**src/rtl/vhs_pkg.sv**
```systemverilog
package vhs_pkg;
   localparam logic [5:0] PRIMARY_OP = 6'd31;
   localparam logic [9:0] EXT_OP     = 10'd167;
   localparam int         INSTR_W    = 32;
   localparam int         REG_IDX_W  = 5;

   typedef struct packed {
      logic [5:0]           opcd;
      logic [REG_IDX_W-1:0] vs;
      logic [REG_IDX_W-1:0] ra;
      logic [REG_IDX_W-1:0] rb;
      logic [9:0]           xo;
      logic                 rc;
   } vhs_word_t;
endpackage

```
**src/rtl/vhs_decode.sv**
```systemverilog
module vhs_decode
   import vhs_pkg::*;
(
   input  logic [INSTR_W-1:0]   instr,
   output logic [REG_IDX_W-1:0] vs_idx,
   output logic [REG_IDX_W-1:0] ra_idx,
   output logic [REG_IDX_W-1:0] rb_idx,
   output logic                 match
);
   vhs_word_t w;
   logic      unused_rc;

   assign w         = vhs_word_t'(instr);
   assign vs_idx    = w.vs;
   assign ra_idx    = w.ra;
   assign rb_idx    = w.rb;
   assign match     = (w.opcd == PRIMARY_OP) && (w.xo == EXT_OP);
   assign unused_rc = w.rc;
endmodule

```
**src/rtl/vhs_agen.sv**
```systemverilog
module vhs_agen #(
   parameter int XLEN = 64,
   parameter int AW   = 32
) (
   input  logic            base_zero,
   input  logic [XLEN-1:0] base_val,
   input  logic [XLEN-1:0] index_val,
   output logic [AW-1:0]   ea
);
   logic [XLEN-1:0] base_op;
   logic [XLEN-1:0] sum;

   if (AW > XLEN || AW < 4) begin : g_bad_aw
      $error("vhs_agen: AW must lie between 4 and XLEN");
   end

   assign base_op = base_zero ? '0 : base_val;
   assign sum     = base_op + index_val;
   assign ea      = sum[AW-1:0];

   if (AW < XLEN) begin : g_trunc
      logic unused_hi;
      assign unused_hi = ^sum[XLEN-1:AW];
   end
endmodule

```
**src/rtl/vhs_place.sv**
```systemverilog
module vhs_place #(
   parameter int AW        = 32,
   parameter int VW        = 128,
   parameter int EB        = 2,
   parameter bit ZERO_FILL = 1'b1
) (
   input  logic [AW-1:0]   ea,
   input  logic [VW-1:0]   vec,
   output logic [AW-1:0]   line_addr,
   output logic [AW-1:0]   elem_addr,
   output logic [VW-1:0]   data,
   output logic [VW/8-1:0] strb
);
   localparam int SB   = VW / 8;
   localparam int OFFW = $clog2(SB);
   localparam int EW   = $clog2(EB);

   logic [OFFW-1:0] lane;

   if (VW % 8 != 0 || (SB & (SB - 1)) != 0) begin : g_bad_vw
      $error("vhs_place: VW must be a power-of-two number of bytes");
   end
   if ((EB & (EB - 1)) != 0 || EB > SB) begin : g_bad_eb
      $error("vhs_place: EB must be a power of two no wider than the line");
   end

   assign line_addr = ea & ~AW'(SB - 1);
   assign elem_addr = ea & ~AW'(EB - 1);
   assign lane      = ea[OFFW-1:0] >> EW;

   for (genvar k = 0; k < SB; k++) begin : g_byte
      localparam int SLOT = k / EB;
      logic [7:0] vbyte;
      assign vbyte   = vec[VW-1-8*k -: 8];
      assign strb[k] = (lane == OFFW'(SLOT));
      if (ZERO_FILL) begin : g_zero
         assign data[8*k +: 8] = strb[k] ? vbyte : 8'h00;
      end else begin : g_pass
         assign data[8*k +: 8] = vbyte;
      end
   end
endmodule

```
**src/rtl/vhs_store_unit.sv**
```systemverilog
module vhs_store_unit
   import vhs_pkg::*;
#(
   parameter int XLEN      = 64,
   parameter int AW        = 32,
   parameter int VW        = 128,
   parameter int EB        = 2,
   parameter bit ZERO_FILL = 1'b1
) (
   input  logic                 clk,
   input  logic                 rst_n,
   input  logic                 in_valid,
   output logic                 in_ready,
   input  logic [INSTR_W-1:0]   in_instr,
   input  logic [AW-1:0]        in_pc,
   input  logic [XLEN-1:0]      ra_val,
   input  logic [XLEN-1:0]      rb_val,
   input  logic [VW-1:0]        vs_val,
   input  logic                 resv_enable,
   input  logic                 resv_any_active,
   output logic [REG_IDX_W-1:0] fld_vs,
   output logic [REG_IDX_W-1:0] fld_ra,
   output logic [REG_IDX_W-1:0] fld_rb,
   output logic                 mem_valid,
   input  logic                 mem_ready,
   output logic [AW-1:0]        mem_addr,
   output logic [VW-1:0]        mem_data,
   output logic [VW/8-1:0]      mem_strb,
   output logic                 inv_valid,
   output logic [AW-1:0]        inv_addr,
   output logic                 done_valid,
   output logic                 done_illegal,
   output logic [AW-1:0]        done_next_pc
);
   localparam int SB       = VW / 8;
   localparam int PC_STEP  = INSTR_W / 8;

   logic          match;
   logic [AW-1:0] ea;
   logic [AW-1:0] line_c, elem_c;
   logic [VW-1:0] data_c;
   logic [SB-1:0] strb_c;
   logic          accept, wr_fire;

   logic          pend_q, inv_arm_q;
   logic [AW-1:0] line_q, elem_q, pc_q;
   logic [VW-1:0] data_q;
   logic [SB-1:0] strb_q;
   logic          done_q, ill_q;
   logic [AW-1:0] done_pc_q;

   vhs_decode u_dec (
      .instr  (in_instr),
      .vs_idx (fld_vs),
      .ra_idx (fld_ra),
      .rb_idx (fld_rb),
      .match  (match)
   );

   vhs_agen #(.XLEN(XLEN), .AW(AW)) u_agen (
      .base_zero (fld_ra == '0),
      .base_val  (ra_val),
      .index_val (rb_val),
      .ea        (ea)
   );

   vhs_place #(.AW(AW), .VW(VW), .EB(EB), .ZERO_FILL(ZERO_FILL)) u_place (
      .ea        (ea),
      .vec       (vs_val),
      .line_addr (line_c),
      .elem_addr (elem_c),
      .data      (data_c),
      .strb      (strb_c)
   );

   assign in_ready = !pend_q;
   assign accept   = in_valid && in_ready;
   assign wr_fire  = pend_q && mem_ready;

   always_ff @(posedge clk) begin
      if (!rst_n) begin
         pend_q    <= 1'b0;
         inv_arm_q <= 1'b0;
         line_q    <= '0;
         elem_q    <= '0;
         data_q    <= '0;
         strb_q    <= '0;
         pc_q      <= '0;
         done_q    <= 1'b0;
         ill_q     <= 1'b0;
         done_pc_q <= '0;
      end else begin
         done_q <= 1'b0;
         if (wr_fire) begin
            pend_q    <= 1'b0;
            done_q    <= 1'b1;
            ill_q     <= 1'b0;
            done_pc_q <= pc_q;
         end
         if (accept) begin
            if (match) begin
               pend_q    <= 1'b1;
               inv_arm_q <= resv_enable && resv_any_active;
               line_q    <= line_c;
               elem_q    <= elem_c;
               data_q    <= data_c;
               strb_q    <= strb_c;
               pc_q      <= in_pc + AW'(PC_STEP);
            end else begin
               done_q    <= 1'b1;
               ill_q     <= 1'b1;
               done_pc_q <= in_pc;
            end
         end
      end
   end

   assign mem_valid    = pend_q;
   assign mem_addr     = line_q;
   assign mem_data     = data_q;
   assign mem_strb     = strb_q;
   assign inv_valid    = wr_fire && inv_arm_q;
   assign inv_addr     = elem_q;
   assign done_valid   = done_q;
   assign done_illegal = ill_q;
   assign done_next_pc = done_pc_q;
endmodule

```
**config.mk**
```make
export PLATFORM = sky130hd
export DESIGN_NAME = vhs_store_unit
export DESIGN_NICKNAME = d
export VERILOG_FILES = /design/src/rtl/vhs_pkg.sv /design/src/rtl/vhs_decode.sv /design/src/rtl/vhs_agen.sv /design/src/rtl/vhs_place.sv /design/src/rtl/vhs_store_unit.sv
export SDC_FILE = /design/constraint.sdc
export NUM_CORES = 1
export LEC_CHECK = 0
export ABC_AREA = 1
export BUFFER_PORTS_ARGS = -buffer_cell sky130_fd_sc_hd__buf_2
export CAP_MARGIN = 30
export CORE_AREA = 2 2 231 233
export DETAILED_ROUTE_END_ITERATION = 12
export DIE_AREA = 0 0 233 235
export SLEW_MARGIN = 25
export SYNTH_ARGS = -nofsm -noshare
export SYNTH_HDL_FRONTEND = slang
export SYNTH_SLANG_ARGS = --single-unit
```
**constraint.sdc**
```tcl
create_clock -name clk -period 8 [get_ports clk]
set_input_delay 1.2 -clock clk [delete_from_list [all_inputs] [get_ports clk]]
set_output_delay 1.2 -clock clk [all_outputs]
set_load 0.02 [all_outputs]
```
## Word level (Yosys, flattened, before mapping)

Cells that the tools add are included.

- Flip-flop bits (word level): 270
- Bits in latches: 0
- Bits in writable memories: 0
- Bits in read-only memories: 0
- Input port bits: 326
- Output and inout bits: 260
- Logic and storage cells: 59
- Memories: 0

- Add/sub/neg operators: 2
- Multipliers: 0
- Div/mod/pow operators: 0
- Order comparisons: 0
- Equal/unequal tests: 9
- Shifts and indexed selects: 0
- Mux-type cells: 29
- Bitwise gates (word level): 0
- Reductions and logical operators: 9

Operators by type and width:

| cell | count |
|---|---|
| $mux W32 | 4 |
| $mux W8 | 16 |
| $add A32 B3 Y32 const B | 1 |
| $add A32 B32 Y32 | 1 |
| $eq A3 B3 Y1 const B | 4 |
| $eq A10 B8 Y1 const B | 1 |
| $mux W1 | 9 |
| $eq A3 B2 Y1 const B | 2 |
| $eq A6 B5 Y1 const B | 1 |
| $logic_and A1 B1 Y1 | 5 |
| $logic_not A5 Y1 | 1 |
| $logic_not A4 Y1 | 1 |
| $eq A3 B1 Y1 const B | 1 |
| $reduce_and A2 Y1 | 1 |
| $logic_not A1 Y1 | 1 |

## Depth between registers and ports, before layout

Gate-level depths: netlist (run 1).

- Word-level depth: 5
- Depth in mapped cells: 20
- Depth with buffers taken out: 19

## By module

Synthesis (run 1) repeated with hierarchy kept, for this count alone.

- Cells, all modules: 2389
- Area total of the unflattened synthesis: 15401.0 µm²

By module, submodules not included:

| module | instances | cells an instance | area each (µm²) |
|---|---|---|---|
| vhs_store_unit | 1 | 1432 | 10749.1 |
| vhs_agen | 1 | 561 | 2577.5 |
| vhs_place | 1 | 360 | 1883.1 |
| vhs_decode | 1 | 36 | 191.4 |

## Worst setup path before layout (run 1)

OpenSTA, ideal clock, no wires.

- Kind: in2reg
- Start point: input port in_instr[17]
- End point: register data_q[10], in the netlist mem_data[10]
- Library setup time: 0.070 ns
- Arrival: 3.269 ns
- Setup slack: 4.660 ns
- Cell stages on the path: 17
- Path through: nor2_1 > nand3_1 > clkbuf_1 > nand2_1 > inv_1 > ha_1 > nand2_1 > inv_1 > nand3_1 > nand2_2 > xnor2_4 > inv_2 > buf_6 > nor3_4 > buf_6 > nand2_1 > a21oi_1

- Word-level cells in the longest chain between the ends: 5

RTL lines:

| item | line | source |
|---|---|---|
| from (decl) | vhs_store_unit.sv:14 | `input logic [INSTR_W-1:0] in_instr,` |
| $logic_not A5 Y1 | vhs_store_unit.sv:61 | `.base_zero (fld_ra == '0),` |
| $mux W32 | vhs_agen.sv:17 | `assign base_op = base_zero ? '0 : base_val;` |
| $add A32 B32 Y32 | vhs_agen.sv:18 | `assign sum = base_op + index_val;` |
| $logic_not A4 Y1 | vhs_place.sv:35 | `assign strb[k] = (lane == OFFW'(SLOT));` |
| $mux W8 | vhs_place.sv:37 | `assign data[8*k +: 8] = strb[k] ? vbyte : 8'h00;` |
| to (signal assigned) | vhs_store_unit.sv:106 | `data_q <= data_c;` |
| to (decl) | vhs_store_unit.sv:47 | `logic [VW-1:0] data_q;` |

No other way between the ends.
A chain may end at the register's enable or synchronous reset.

## Final worst setup path (run 1)

- Start point: input port in_instr[17]
- End point: register data_q[9], in the netlist mem_data[9]

Same word-level chain as after synthesis.

==> out/metrics.yaml, run 1 <==
outcome:
  run_status: "finished, final reports clean"
worst_hold_path:
  min_path_cells: 1
  classification_of_the_worst_slack_hold_path: "reg2reg"
clock_network:
  post_cts_resized: 0
  htree_levels: 1
  ctsRootBufferMaster: "clkbuf_16"
  hold_buf_count_cts: 0
  cts_buffer_depth: 3
  clk_pin_slew_ns: 0.06
  cts.repair_timing.setup_buffer_count: 0
  tritoncts: "done"
  clkLatencyLatePin_ns: 0.55
  cts_buffers: 29
  numClockSinks: 235
yosys:
  yosys_most_used_dff: "dfxtp_1"
  synth_sequential_area_ratio_pct: 39.3
  syn-cell-area_sq_um: 12000
  edff_count_synth: 0
  unique_cell_type_count_in_the_yosys_netlist: 37
  postSynthRegisterBits: 235
  yosys_warnings: 0
  post_synth.cell_area_avg_sq_um: 6.95
  async_reset_ff_share_pct: 0
  synth_cells: 1724
cells_and_area:
  total_area_of_multi_input_combinational_cells_sq_um: 5910
  leading_cell_type_in_the_layout_fill_and_taps_excluded: "buf_2"
  mostFrequentLayoutCells: "buf_2, nand2_1, dfxtp_1, a21oi_1, inv_1"
  final_layout_size_suffix_gt1_share_pct: 26.8
  final_core_util_pct: 29.9
  fillCellCount: 5816
  design.final.nets: 2480
  layout.area.seq_sq_um: 4700
  areaGrowthSynthToFinish_pct: 30.4
worst_setup_path:
  kind_of_capture_point_of_the_worst_setup_path: "flip-flop"
  cpMaxStageDelayCell: "nor3_4"
  worst-path-stages: 17
  timing.critical_path.arrival_ns: 4.32
  critical_path.cell_chain: "buf_2 > nor2_1 > nand3_1 > buf_4 > nand2_1 > inv_1 > ha_1 > nand2_1 > inv_1 > nand3_1 > nand2_2 > xnor2_4 > buf_4 > inv_2 > nor3_4 > nand2_1 > a21oi_1"
  crit_top_cell: "nand2_1"
  r2r_cells: 8
  critical_path_class: "in2reg"
  timing.critical_path.buf_inv: 6
  critical_path.startpoint_type: "input pin"
  critical_path.top_delay_family: "simple AND/OR/NAND/NOR gates"
  path_max_fanout: 33
  worst_ep_required_time_ns: 8.48
  cp_slowest_stage_delay_ns: 0.68
flow_run:
  cap_viol_max_count: 0
global_routing:
  first_global_vias: 11500
  antenna_found_initial: 7
  grt_pass1_wl_mm: 66.0
  grt_use_total_pct: 15.4
  grt_max_degree: 82
  grt_remaining_overflow: 0
detailed_routing:
  drt_first_pass_iters: 5
  drt_first_iter_violations: 731
  routed-via-count: 12700
  route.antenna.remaining_nets: 0
  vias_per_cell: 4.47
  route.final.wire_length_mm: 44.9
  routedWlPerCell_um: 15.8
  detail_route.drc_violations: 0
sta:
  final_worst_slack_ns: 4.16
  hold_violations: 0
  slew_headroom_pct: 39.1
  setup_viol_count_final: 0
  final_period_util_pct: 48.0
  finalWorstPathRequiredPeriod_ns: 3.84
  setup_tns_ns: 0
  finClkSkew_ns: 0.00850
  grt_setup_unrepaired: "false"
  worst_pin_slew_ns: 0.913
  final-max-slew-violation-count: 0
  fmax_mhz: 260
die:
  num_io_pins: 586
  die_h_um: 235
  core-area_sq_um: 52200
  start_util_pct: 22.9
  std_cell_rows: 84
  design.die.area_sq_um: 54800
  fp.dieW_um: 233
placement:
  detailed_place_hpwl_mm: 33.4
  dp_slack_ns: 3.53
  weighted_congestion_at_the_end_of_routability_driven_global_placement: 0.937
  input_output_buffers: 495
power_and_ir_drop:
  vdd_drop_max_v: 0.000142
  report.power.total_mw: 2.90
  static-leakage-power_nw: 7.49
  power_density_nw_per_um2: 186
==> power by group <==
group          switching, mW  internal, mW  leakage (nW)
Combinational          0.253         0.132          5.12
Sequential           0.00613          1.18          1.90
Clock                  0.540         0.787         0.465
==> metrics by stage <==
stage               std cells  hold WS [ns]  cell area, sq um
floorplan                1728         0.437             12000
global placement         2778         0.446             14600
detailed placement       2778         0.452             14600
CTS                      2830         0.462             15600
global route             2835         0.477             15600
finish                   2836         0.460             15600
==> logic make-up after synthesis <==
kind of cell,share of synthesized area [%]
buf+inv,11.6
compound gates,17.0
fa+ha+maj,3.41
simple gates,26.4
flops,39.3
xor+xnor,2.28
other cells,0.0313
==> state kept, by name, summed over array words and instances, names as in the netlist <==
name and cells:
mem_strb 8, mem_valid 1, done_illegal 1, done_next_pc 32, pc_q 32, inv_addr 31, mem_data 128, done_valid 1
inv_arm_q 1
==> cells in the mapped netlist, types with 4 or more instances <==
| master | count | area share (%) |
|---|---|---|
| a21o_1 | 4 | 0.25 |
| a21oi_1 | 196 | 8.2 |
| a31oi_1 | 33 | 1.7 |
| buf_2 | 14 | 0.59 |
| buf_4 | 60 | 3.8 |
| buf_6 | 4 | 0.38 |
| clkbuf_1 | 63 | 2.0 |
| dfxtp_1 | 235 | 39 |
| ha_1 | 31 | 3.2 |
| inv_1 | 148 | 4.6 |
| inv_2 | 6 | 0.19 |
| nand2_1 | 472 | 15 |
| nand3_1 | 129 | 5.4 |
| nand4_1 | 13 | 0.68 |
| nor2_1 | 94 | 2.9 |
| nor3_1 | 24 | 1.0 |
| nor4_1 | 8 | 0.42 |
| o211ai_1 | 11 | 0.69 |
| o21a_1 | 22 | 1.4 |
| o21ai_0 | 92 | 3.8 |
| o21bai_1 | 11 | 0.69 |
| or2_2 | 9 | 0.47 |
| xnor2_1 | 6 | 0.44 |
| xor2_1 | 22 | 1.6 |
==> per-layer routing <==
layer  routed length [um]  up-vias  track usage (%)
li1                     -     6400                -
met1                19200     5711             19.2
met2                21500      497             26.7
met3                 3340       58             2.80
met4                  853        2             4.36
met5                   13        -                0
==> cell type report <==
type                       count  share of cell area [%]
clock buffer                  40                    5.30
inverter                     154                    3.74
timing repair buffer         505                    16.5
sequential                   235                    30.1
multi-input combinational   1197                    37.9
clock inverter                12                   0.850
antenna                        5                  0.0802
tap                          688                    5.52
==> final timing paths <==
kind	startpoint	endpoint	slack, ns
worst max register to register	mem_valid$_SDFF_PN0_	inv_addr[13]$_SDFFE_PN0P_	5.50
worst max-delay path	in_instr[17]	mem_data[9]$_SDFFE_PN0P_	4.16
worst min register to register	inv_addr[1]$_SDFFE_PN0P_	inv_addr[1]$_SDFFE_PN0P_	0.46
worst min-delay path	inv_addr[1]$_SDFFE_PN0P_	inv_addr[1]$_SDFFE_PN0P_	0.46
No activity file was read; power rests on OpenSTA's default activity.
==> run 2, diff against run 1 <==
--- a/config.mk
+++ b/config.mk
@@ -5,7 +5,7 @@
 export SDC_FILE = /design/constraint.sdc
 export NUM_CORES = 1
 export LEC_CHECK = 0
-export ABC_AREA = 1
+export ABC_AREA = 0
 export BUFFER_PORTS_ARGS = -buffer_cell sky130_fd_sc_hd__buf_2
 export CAP_MARGIN = 30
 export CORE_AREA = 2 2 231 233
==> constraint.sdc (replaced) <==
create_clock -name clk -period 3.97 [get_ports clk]
set_input_delay 0.5955 -clock clk [delete_from_list [all_inputs] [get_ports clk]]
set_output_delay 0.5955 -clock clk [all_outputs]
set_load 0.02 [all_outputs]
==> run 2 against run 1 <==
  * Hold slack got worse by 0.23 ns
  * Sequential share of layout area increased by 1.2 points
  * Register-to-register slack got worse by 3.5 ns
  * Die area unchanged
  * Cell count shrank 18%
  * Cell area down 3.9%
  * Area after synthesis fell by 10%
  * Via count shrank 18%
  * Sequential power grew 100%
  * Power rose by 100%
  * Flip-flop and latch count did not move
  * Largest power group unchanged
  * Highest routed layer unchanged
==> out/metrics.yaml, run 2 <==
sta:
  worst_pin_slew_ns: 0.840
  hold_violations: 0
  final-max-slew-violation-count: 0
  final_worst_slack_ns: 0.392
  final_period_util_pct: 90.1
  setup_viol_count_final: 0
  finClkSkew_ns: 0.0109
  hold_slack_ns: 0.227
  grt_setup_unrepaired: "false"
  slew_headroom_pct: 43.9
  finalWorstPathRequiredPeriod_ns: 3.58
  fmax_mhz: 280
yosys:
  async_reset_ff_share_pct: 0
  synth_sequential_area_ratio_pct: 43.7
  syn-cell-area_sq_um: 10800
  unique_cell_type_count_in_the_yosys_netlist: 62
  postSynthRegisterBits: 235
  synth.top_cell.area_share_pct: 43.7
  netlist_top_cells_count: "dfxtp_1, nand2_1, a22o_1, nand3_1, clkbuf_1"
  edff_count_synth: 0
  top_area_cells_in_the_synthesized_netlist: "dfxtp_1, a22o_1, o211a_1"
  yosys_warnings: 0
  post_synth.cell_area_avg_sq_um: 9.48
  biggest_area_consumer_among_synthesized_cells: "dfxtp_1"
  synthMostInstantiatedCell: "dfxtp_1"
  synth_cells: 1135
  yosys_most_used_dff: "dfxtp_1"
clock_network:
  clk_pin_slew_ns: 0.06
  ctsRootBufferMaster: "clkbuf_16"
  cts.repair_timing.setup_buffer_count: 0
  hold_buf_count_cts: 0
  tritoncts: "done"
  htree_levels: 1
  cts_buffer_depth: 3
  clkLatencyLatePin_ns: 0.57
  cts_buffers: 28
  numClockSinks: 235
  post_cts_resized: 0
cells_and_area:
  final_layout_size_suffix_gt1_share_pct: 39.0
  leading_cell_type_in_the_layout_fill_and_taps_excluded: "buf_2"
  number_of_flip_flops_under_the_largest_register_name: 128
  final_core_util_pct: 28.7
  design.final.nets: 1970
  mostFrequentLayoutCells: "buf_2, dfxtp_1, nand2_1, a22o_1, nand3_1"
  final_design_area_no_fill_sq_um: 15000
  areaGrowthSynthToFinish_pct: 39.4
  layoutNonFillerInstCount: 2328
power_and_ir_drop:
  switching_power_of_the_nets_mw: 1.53
  static-leakage-power_nw: 7.69
  power_frac_comb_pct: 13.1
  power.share.clock_pct: 45.8
  p_int_mw: 4.29
  sequentialPowerShare_pct: 41.2
  vdd_drop_max_v: 0.000291
  power_density_nw_per_um2: 388
  swShare_pct: 26.3
die:
  die_h_um: 235
  num_io_pins: 586
  design.die.area_sq_um: 54800
  start_util_pct: 20.6
  fp.dieW_um: 233
  core-area_sq_um: 52200
  std_cell_rows: 84
worst_setup_path:
  crit_top_cell: "buf_4"
  r2r_cells: 8
  critical_path.cell_chain: "buf_2 > or4_4 > nor2_2 > buf_4 > nor2b_1 > ha_1 > and3_1 > and3_1 > a311oi_2 > buf_4 > nand2_1 > o21ai_0 > o41ai_1 > buf_4 > a221oi_1 > nand4_1 > o221ai_1"
  setup.reg_to_reg.worst_slack_ns: 2.01
  timing.critical_path.buf_inv: 4
  cp_slowest_stage_delay_ns: 0.55
  worst_ep_required_time_ns: 4.46
  critical_path.reg2reg.startpoint: "mem_valid$_SDFF_PN0_"
  kind_of_capture_point_of_the_worst_setup_path: "flip-flop"
  timing.critical_path.arrival_ns: 4.07
  path_max_fanout: 12
  critical_path.top_delay_family: "simple AND/OR/NAND/NOR gates"
  crit-reg2reg-capture: "mem_data[55]$_SDFFE_PN0P_"
  cpMaxStageDelayCell: "or4_4"
  critical_path_class: "in2reg"
  critical_path.startpoint_type: "input pin"
global_routing:
  met3_usage_pct: 3.99
  grt_util_met2_pct: 24.2
  globalRouteMet1Util_pct: 16.6
  grt_remaining_overflow: 0
  grt_max_degree: 118
  grt_most_used_layer: "met2"
  antenna_found_initial: 19
  grt_use_total_pct: 14.0
  first_global_vias: 10100
  grt_pass1_wl_mm: 59.4
detailed_routing:
  drt_first_iter_violations: 463
  detail_route.drc_violations: 0
  routedWlPerCell_um: 17.5
  route.final.wire_length_mm: 40.7
  route.antenna.remaining_nets: 0
  routed-via-count: 10400
  vias_per_cell: 4.49
  drt_first_pass_iters: 5
placement:
  placedInstanceArea_sq_um: 14000
  dp_slack_ns: -0.182
  input_output_buffers: 495
  weighted_congestion_at_the_end_of_routability_driven_global_placement: 0.864
  detailed_place_hpwl_mm: 31.5
  post-place-cells: 2270
worst_hold_path:
  min-delay-start: "vs_val[14]"
  whs_endpoint: "mem_data[118]$_SDFFE_PN0P_"
  classification_of_the_worst_slack_hold_path: "in2reg"
  min_path_cells: 2
outcome:
  run_status: "finished, final reports clean"
flow_run:
  cap_viol_max_count: 0
-- run 2: per-stage QoR --
step	setup TNS [ns]	power (mW)
2_1_floorplan	0	2.87
3_3_place_gp	-1.11	3.20
3_5_place_dp	-1.36	3.21
4_1_cts	0	5.92
5_1_grt	0	6.08
6_report	0	5.82
-- run 2: cell type report --
type	instances	area, sq um
diodes	8	20.0
clock buffers	36	761
clock inverters	14	186
fillers	5537	37200
inverters	15	56.3
multi-input cells	759	5320
flip-flops and latches	235	4700
well taps	688	861
repair buffers	573	3090
-- run 2: metal layers --
layer / vias to the layer above / part of all wire (%)
met5: - / 0.093
met4: 6 / 3.0
met3: 69 / 8.3
met2: 450 / 47
met1: 4895 / 41
li1: 5024 / -
-- run 2: worst register-to-register path: stages (launching register included) --
cell and delay [ns]:
dfxtp_1 0.31, inv_1 0.11, nand2_1 0.12, nor2_4 0.15
buf_12 0.36, nand4_1 0.24, nor2_1 0.13, buf_4 0.28
a22o_1 0.20
-- run 2: how the worst max path moves through the flow --
| stage | startpoint | endpoint | slack (ns) | cells past startpoint |
|---|---|---|---|---|
| floorplan | in_instr[18] | inv_addr[30]$_SDFFE_PN0P_ | 0.05 | 14 |
| global placement | in_instr[18] | inv_addr[20]$_SDFFE_PN0P_ | -0.19 | 19 |
| detailed placement | in_instr[18] | inv_addr[30]$_SDFFE_PN0P_ | -0.18 | 15 |
| CTS | in_instr[18] | inv_addr[30]$_SDFFE_PN0P_ | 0.41 | 15 |
| global route | in_instr[18] | inv_addr[30]$_SDFFE_PN0P_ | 0.05 | 14 |
| finish | in_instr[18] | inv_addr[24]$_SDFFE_PN0P_ | 0.39 | 17 |
-- run 2: cells by family after synthesis --
family	synth area share, %
simple gates	16.2
compound gates	24.4
flops	43.7
buf+inv	7.17
xor+xnor	4.47
fa+ha+maj	3.79
mux	0.198
other cells	0.0349
-- run 2: power by group through the flow --
stage	Sequential, mW	Clock, mW	Combinational (mW)
2_1_floorplan	2.48	0	0.391
3_3_place_gp	2.45	0	0.750
3_5_place_dp	2.45	0	0.759
4_1_cts	2.40	2.76	0.764
5_1_grt	2.40	2.85	0.833
6_report	2.40	2.66	0.759
==> run 3, diff against run 2 <==
--- a/config.mk
+++ b/config.mk
@@ -8,10 +8,11 @@
 export ABC_AREA = 0
 export BUFFER_PORTS_ARGS = -buffer_cell sky130_fd_sc_hd__buf_2
 export CAP_MARGIN = 30
-export CORE_AREA = 2 2 231 233
+export CORE_AREA = 2 2 227 229
 export DETAILED_ROUTE_END_ITERATION = 12
-export DIE_AREA = 0 0 233 235
+export DIE_AREA = 0 0 229 231
 export SLEW_MARGIN = 25
 export SYNTH_ARGS = -nofsm -noshare
 export SYNTH_HDL_FRONTEND = slang
+export SYNTH_HIERARCHICAL = 1
 export SYNTH_SLANG_ARGS = --single-unit
==> run 3 against run 2 <==
  * Power rose by 27%
  * Fmax rose by 0.61%
  * Clock power rose by 23%
  * Critical path depth fell by 2
  * Synthesized cell count rose by 63%
  * Combinational power rose by 75%
  * Global-route usage rose by 3.9 points
  * Critical path type unchanged
  * Critical endpoint is now inv_addr[29]$_SDFFE_PN0P_
==> out/metrics.yaml, run 3 <==
sta:
  final-max-slew-violation-count: 0
  slew_headroom_pct: 49.0
  hold_violations: 0
  final_period_util_pct: 89.6
  finClkSkew_ns: 0.0102
  setup_viol_count_final: 0
  fmax_mhz: 281
  finalWorstPathRequiredPeriod_ns: 3.56
  final_worst_slack_ns: 0.414
  worst_pin_slew_ns: 0.759
  hold_slack_ns: 0.329
  grt_setup_unrepaired: "false"
power_and_ir_drop:
  power.share.clock_pct: 44.2
  static-leakage-power_nw: 7.89
  switching_power_of_the_nets_mw: 2.00
  p_int_mw: 5.40
  power_density_nw_per_um2: 395
  swShare_pct: 27.0
  sequentialPowerShare_pct: 37.9
  power_frac_comb_pct: 17.9
  report.power.total_mw: 7.40
  vdd_drop_max_v: 0.000219
yosys:
  synth_sequential_area_ratio_pct: 37.7
  netlist_top_cells_count: "nand2_1, dfxtp_1, a21oi_1, clkbuf_1, buf_4"
  yosys_warnings: 6
  synth.top_cell.area_share_pct: 37.7
  yosys_most_used_dff: "dfxtp_1"
  post_synth.cell_area_avg_sq_um: 7.92
  async_reset_ff_share_pct: 0
  biggest_area_consumer_among_synthesized_cells: "dfxtp_1"
  postSynthRegisterBits: 276
  synthMostInstantiatedCell: "nand2_1"
  synth_cells: 1850
  unique_cell_type_count_in_the_yosys_netlist: 74
  top_area_cells_in_the_synthesized_netlist: "dfxtp_1, nand2_1, a21oi_1"
  syn-cell-area_sq_um: 14700
  edff_count_synth: 0
worst_setup_path:
  crit_top_cell: "a21oi_1"
  critical_path.cell_chain: "buf_2 > or4_1 > nor2_2 > buf_4 > nor2b_1 > ha_1 > a21oi_1 > o21ai_0 > o32ai_1 > a21oi_1 > a211oi_2 > nor3_1 > a311oi_1 > nand2_1 > a21oi_1"
  timing.critical_path.arrival_ns: 4.01
  critical_path.startpoint_type: "input pin"
  crit_start: "in_instr[16]"
  cp_slowest_stage_delay_ns: 0.53
  kind_of_capture_point_of_the_worst_setup_path: "flip-flop"
  r2r_cells: 5
  setup.reg_to_reg.worst_slack_ns: 2.09
  cpMaxStageDelayCell: "or4_1"
  critical_path.reg2reg.startpoint: "mem_valid$_SDFF_PN0_"
  path_max_fanout: 30
  critical_path.top_delay_family: "compound AO/OA/AOI/OAI gates"
  critical_path_class: "in2reg"
  crit-reg2reg-capture: "mem_data[111]$_SDFFE_PN0P_"
  timing.critical_path.buf_inv: 2
  worst_ep_required_time_ns: 4.43
detailed_routing:
  routed-via-count: 14700
  route.final.wire_length_mm: 49.9
  routedWlPerCell_um: 17.0
  vias_per_cell: 5.01
  route.antenna.remaining_nets: 0
  drt_first_iter_violations: 863
  drt_first_pass_iters: 5
  detail_route.drc_violations: 0
cells_and_area:
  leading_cell_type_in_the_layout_fill_and_taps_excluded: "buf_2"
  diodes: 0
  design.final.nets: 2587
  layout.area.seq_sq_um: 5530
  fillCellCount: 5321
  areaGrowthSynthToFinish_pct: 27.9
  number_of_flip_flops_under_the_largest_register_name: 128
  mostFrequentLayoutCells: "buf_2, nand2_1, dfxtp_1, a21oi_1, buf_4"
  final_layout_size_suffix_gt1_share_pct: 31.7
  total_area_of_multi_input_combinational_cells_sq_um: 7790
  final_core_util_pct: 37.0
  layoutNonFillerInstCount: 2930
global_routing:
  grt_max_degree: 122
  grt_remaining_overflow: 0
  grt_pass1_wl_mm: 76.7
  first_global_vias: 14000
  antenna_found_initial: 2
  grt_use_total_pct: 17.9
die:
  std_cell_rows: 83
  die_h_um: 231
  num_io_pins: 586
  core-area_sq_um: 50700
  design.die.area_sq_um: 52900
  start_util_pct: 28.9
  fp.dieW_um: 229
clock_network:
  cts.repair_timing.setup_buffer_count: 0
  tritoncts: "done"
  numClockSinks: 276
  ctsRootBufferMaster: "clkbuf_16"
  clkLatencyLatePin_ns: 0.53
  cts_buffer_depth: 3
  hold_buf_count_cts: 0
  cts_buffers: 34
  htree_levels: 2
  clk_pin_slew_ns: 0.05
  post_cts_resized: 0
worst_hold_path:
  min-delay-start: "in_pc[0]"
  min_path_cells: 3
  whs_endpoint: "pc_q[0]$_SDFFE_PN0P_"
  classification_of_the_worst_slack_hold_path: "in2reg"
outcome:
  run_status: "finished, final reports clean"
placement:
  weighted_congestion_at_the_end_of_routability_driven_global_placement: 0.892
  input_output_buffers: 500
  post-place-cells: 2871
  dp_slack_ns: -0.103
  detailed_place_hpwl_mm: 36.0
flow_run:
  cap_viol_max_count: 0
-- run 3: cell count changes in the layout (fill, tap and decap cells not counted), moves of 28 or more --
cell      delta
nand2_1    +356
nor2_1      +42
dfxtp_1     +41
nand3_1     -33
a311oi_1    +33
o211a_1     -63
a22o_1     -127
a21oi_1    +211
and4b_1     +48
and4bb_2    +28
-- run 3: worst max-delay path by stage --
| stage | endpoint | slack (ns) | cells past startpoint |
|---|---|---|---|
| final | inv_addr[29]$_SDFFE_PN0P_ | 0.41 | 15 |
| after CTS | inv_addr[29]$_SDFFE_PN0P_ | 0.46 | 15 |
| after global routing | inv_addr[29]$_SDFFE_PN0P_ | 0.13 | 15 |
| after floorplan | mem_addr[24]$_SDFFE_PN0P_ | 0.007 | 17 |
| after global placement | inv_addr[31]$_SDFFE_PN0P_ | 0.03 | 15 |
| after detailed placement | inv_addr[29]$_SDFFE_PN0P_ | -0.10 | 15 |
-- run 3: metrics by stage --
step / setup TNS [ns] / instance area (sq um)
finish: 0 / 18700
global route: 0 / 18700
CTS: 0 / 18700
detailed placement: -0.354 / 17500
global placement: 0 / 17500
floorplan: 0 / 14700
-- run 3: worst min-delay path: cells and delay by family --
| family | cells | cell delay, ns |
|---|---|---|
| compound gates | 1 | 0.05 |
| buf+inv | 1 | 0.11 |
| simple gates | 1 | 0.05 |
-- run 3: layer usage --
metal / track usage [%] / wire length, um / vias to the layer above
li1: - / - / 7111
met1: 21.7 / 20600 / 6924
met2: 31.3 / 24300 / 574
met3: 4.46 / 3780 / 80
met4: 5.36 / 1230 / 4
met5: 0 / 24 / -
-- run 3: layout make-up --
class	count	area share [%]
multi-input cells	1322	41.6
repair buffers	582	17.9
inverters	12	0.280
well taps	680	4.54
clock inverters	11	0.861
flip-flops and latches	276	29.5
clock buffers	47	5.39
-- run 3: cells by family (layout without fill, tap and decap cells) --
group	Yosys count	count (layout)	synth area share [%]
AND/OR/NAND/NOR	839	839	30.8
adder cells (fa/ha/maj)	33	33	2.87
flip-flops	276	276	37.7
other	1	5	0.0256
AO/OA/AOI/OAI	403	403	16.5
XOR/XNOR	42	42	2.51
buffers and inverters	256	652	9.64
-- run 3: power groups by stage --
stage / clock, mW / combinational (mW) / sequential (mW)
final: 3.27 / 1.33 / 2.81
after global routing: 3.48 / 1.44 / 2.81
after detailed placement: 0 / 1.33 / 2.87
after CTS: 3.37 / 1.33 / 2.81
after global placement: 0 / 1.31 / 2.87
after floorplan: 0 / 1.01 / 2.89
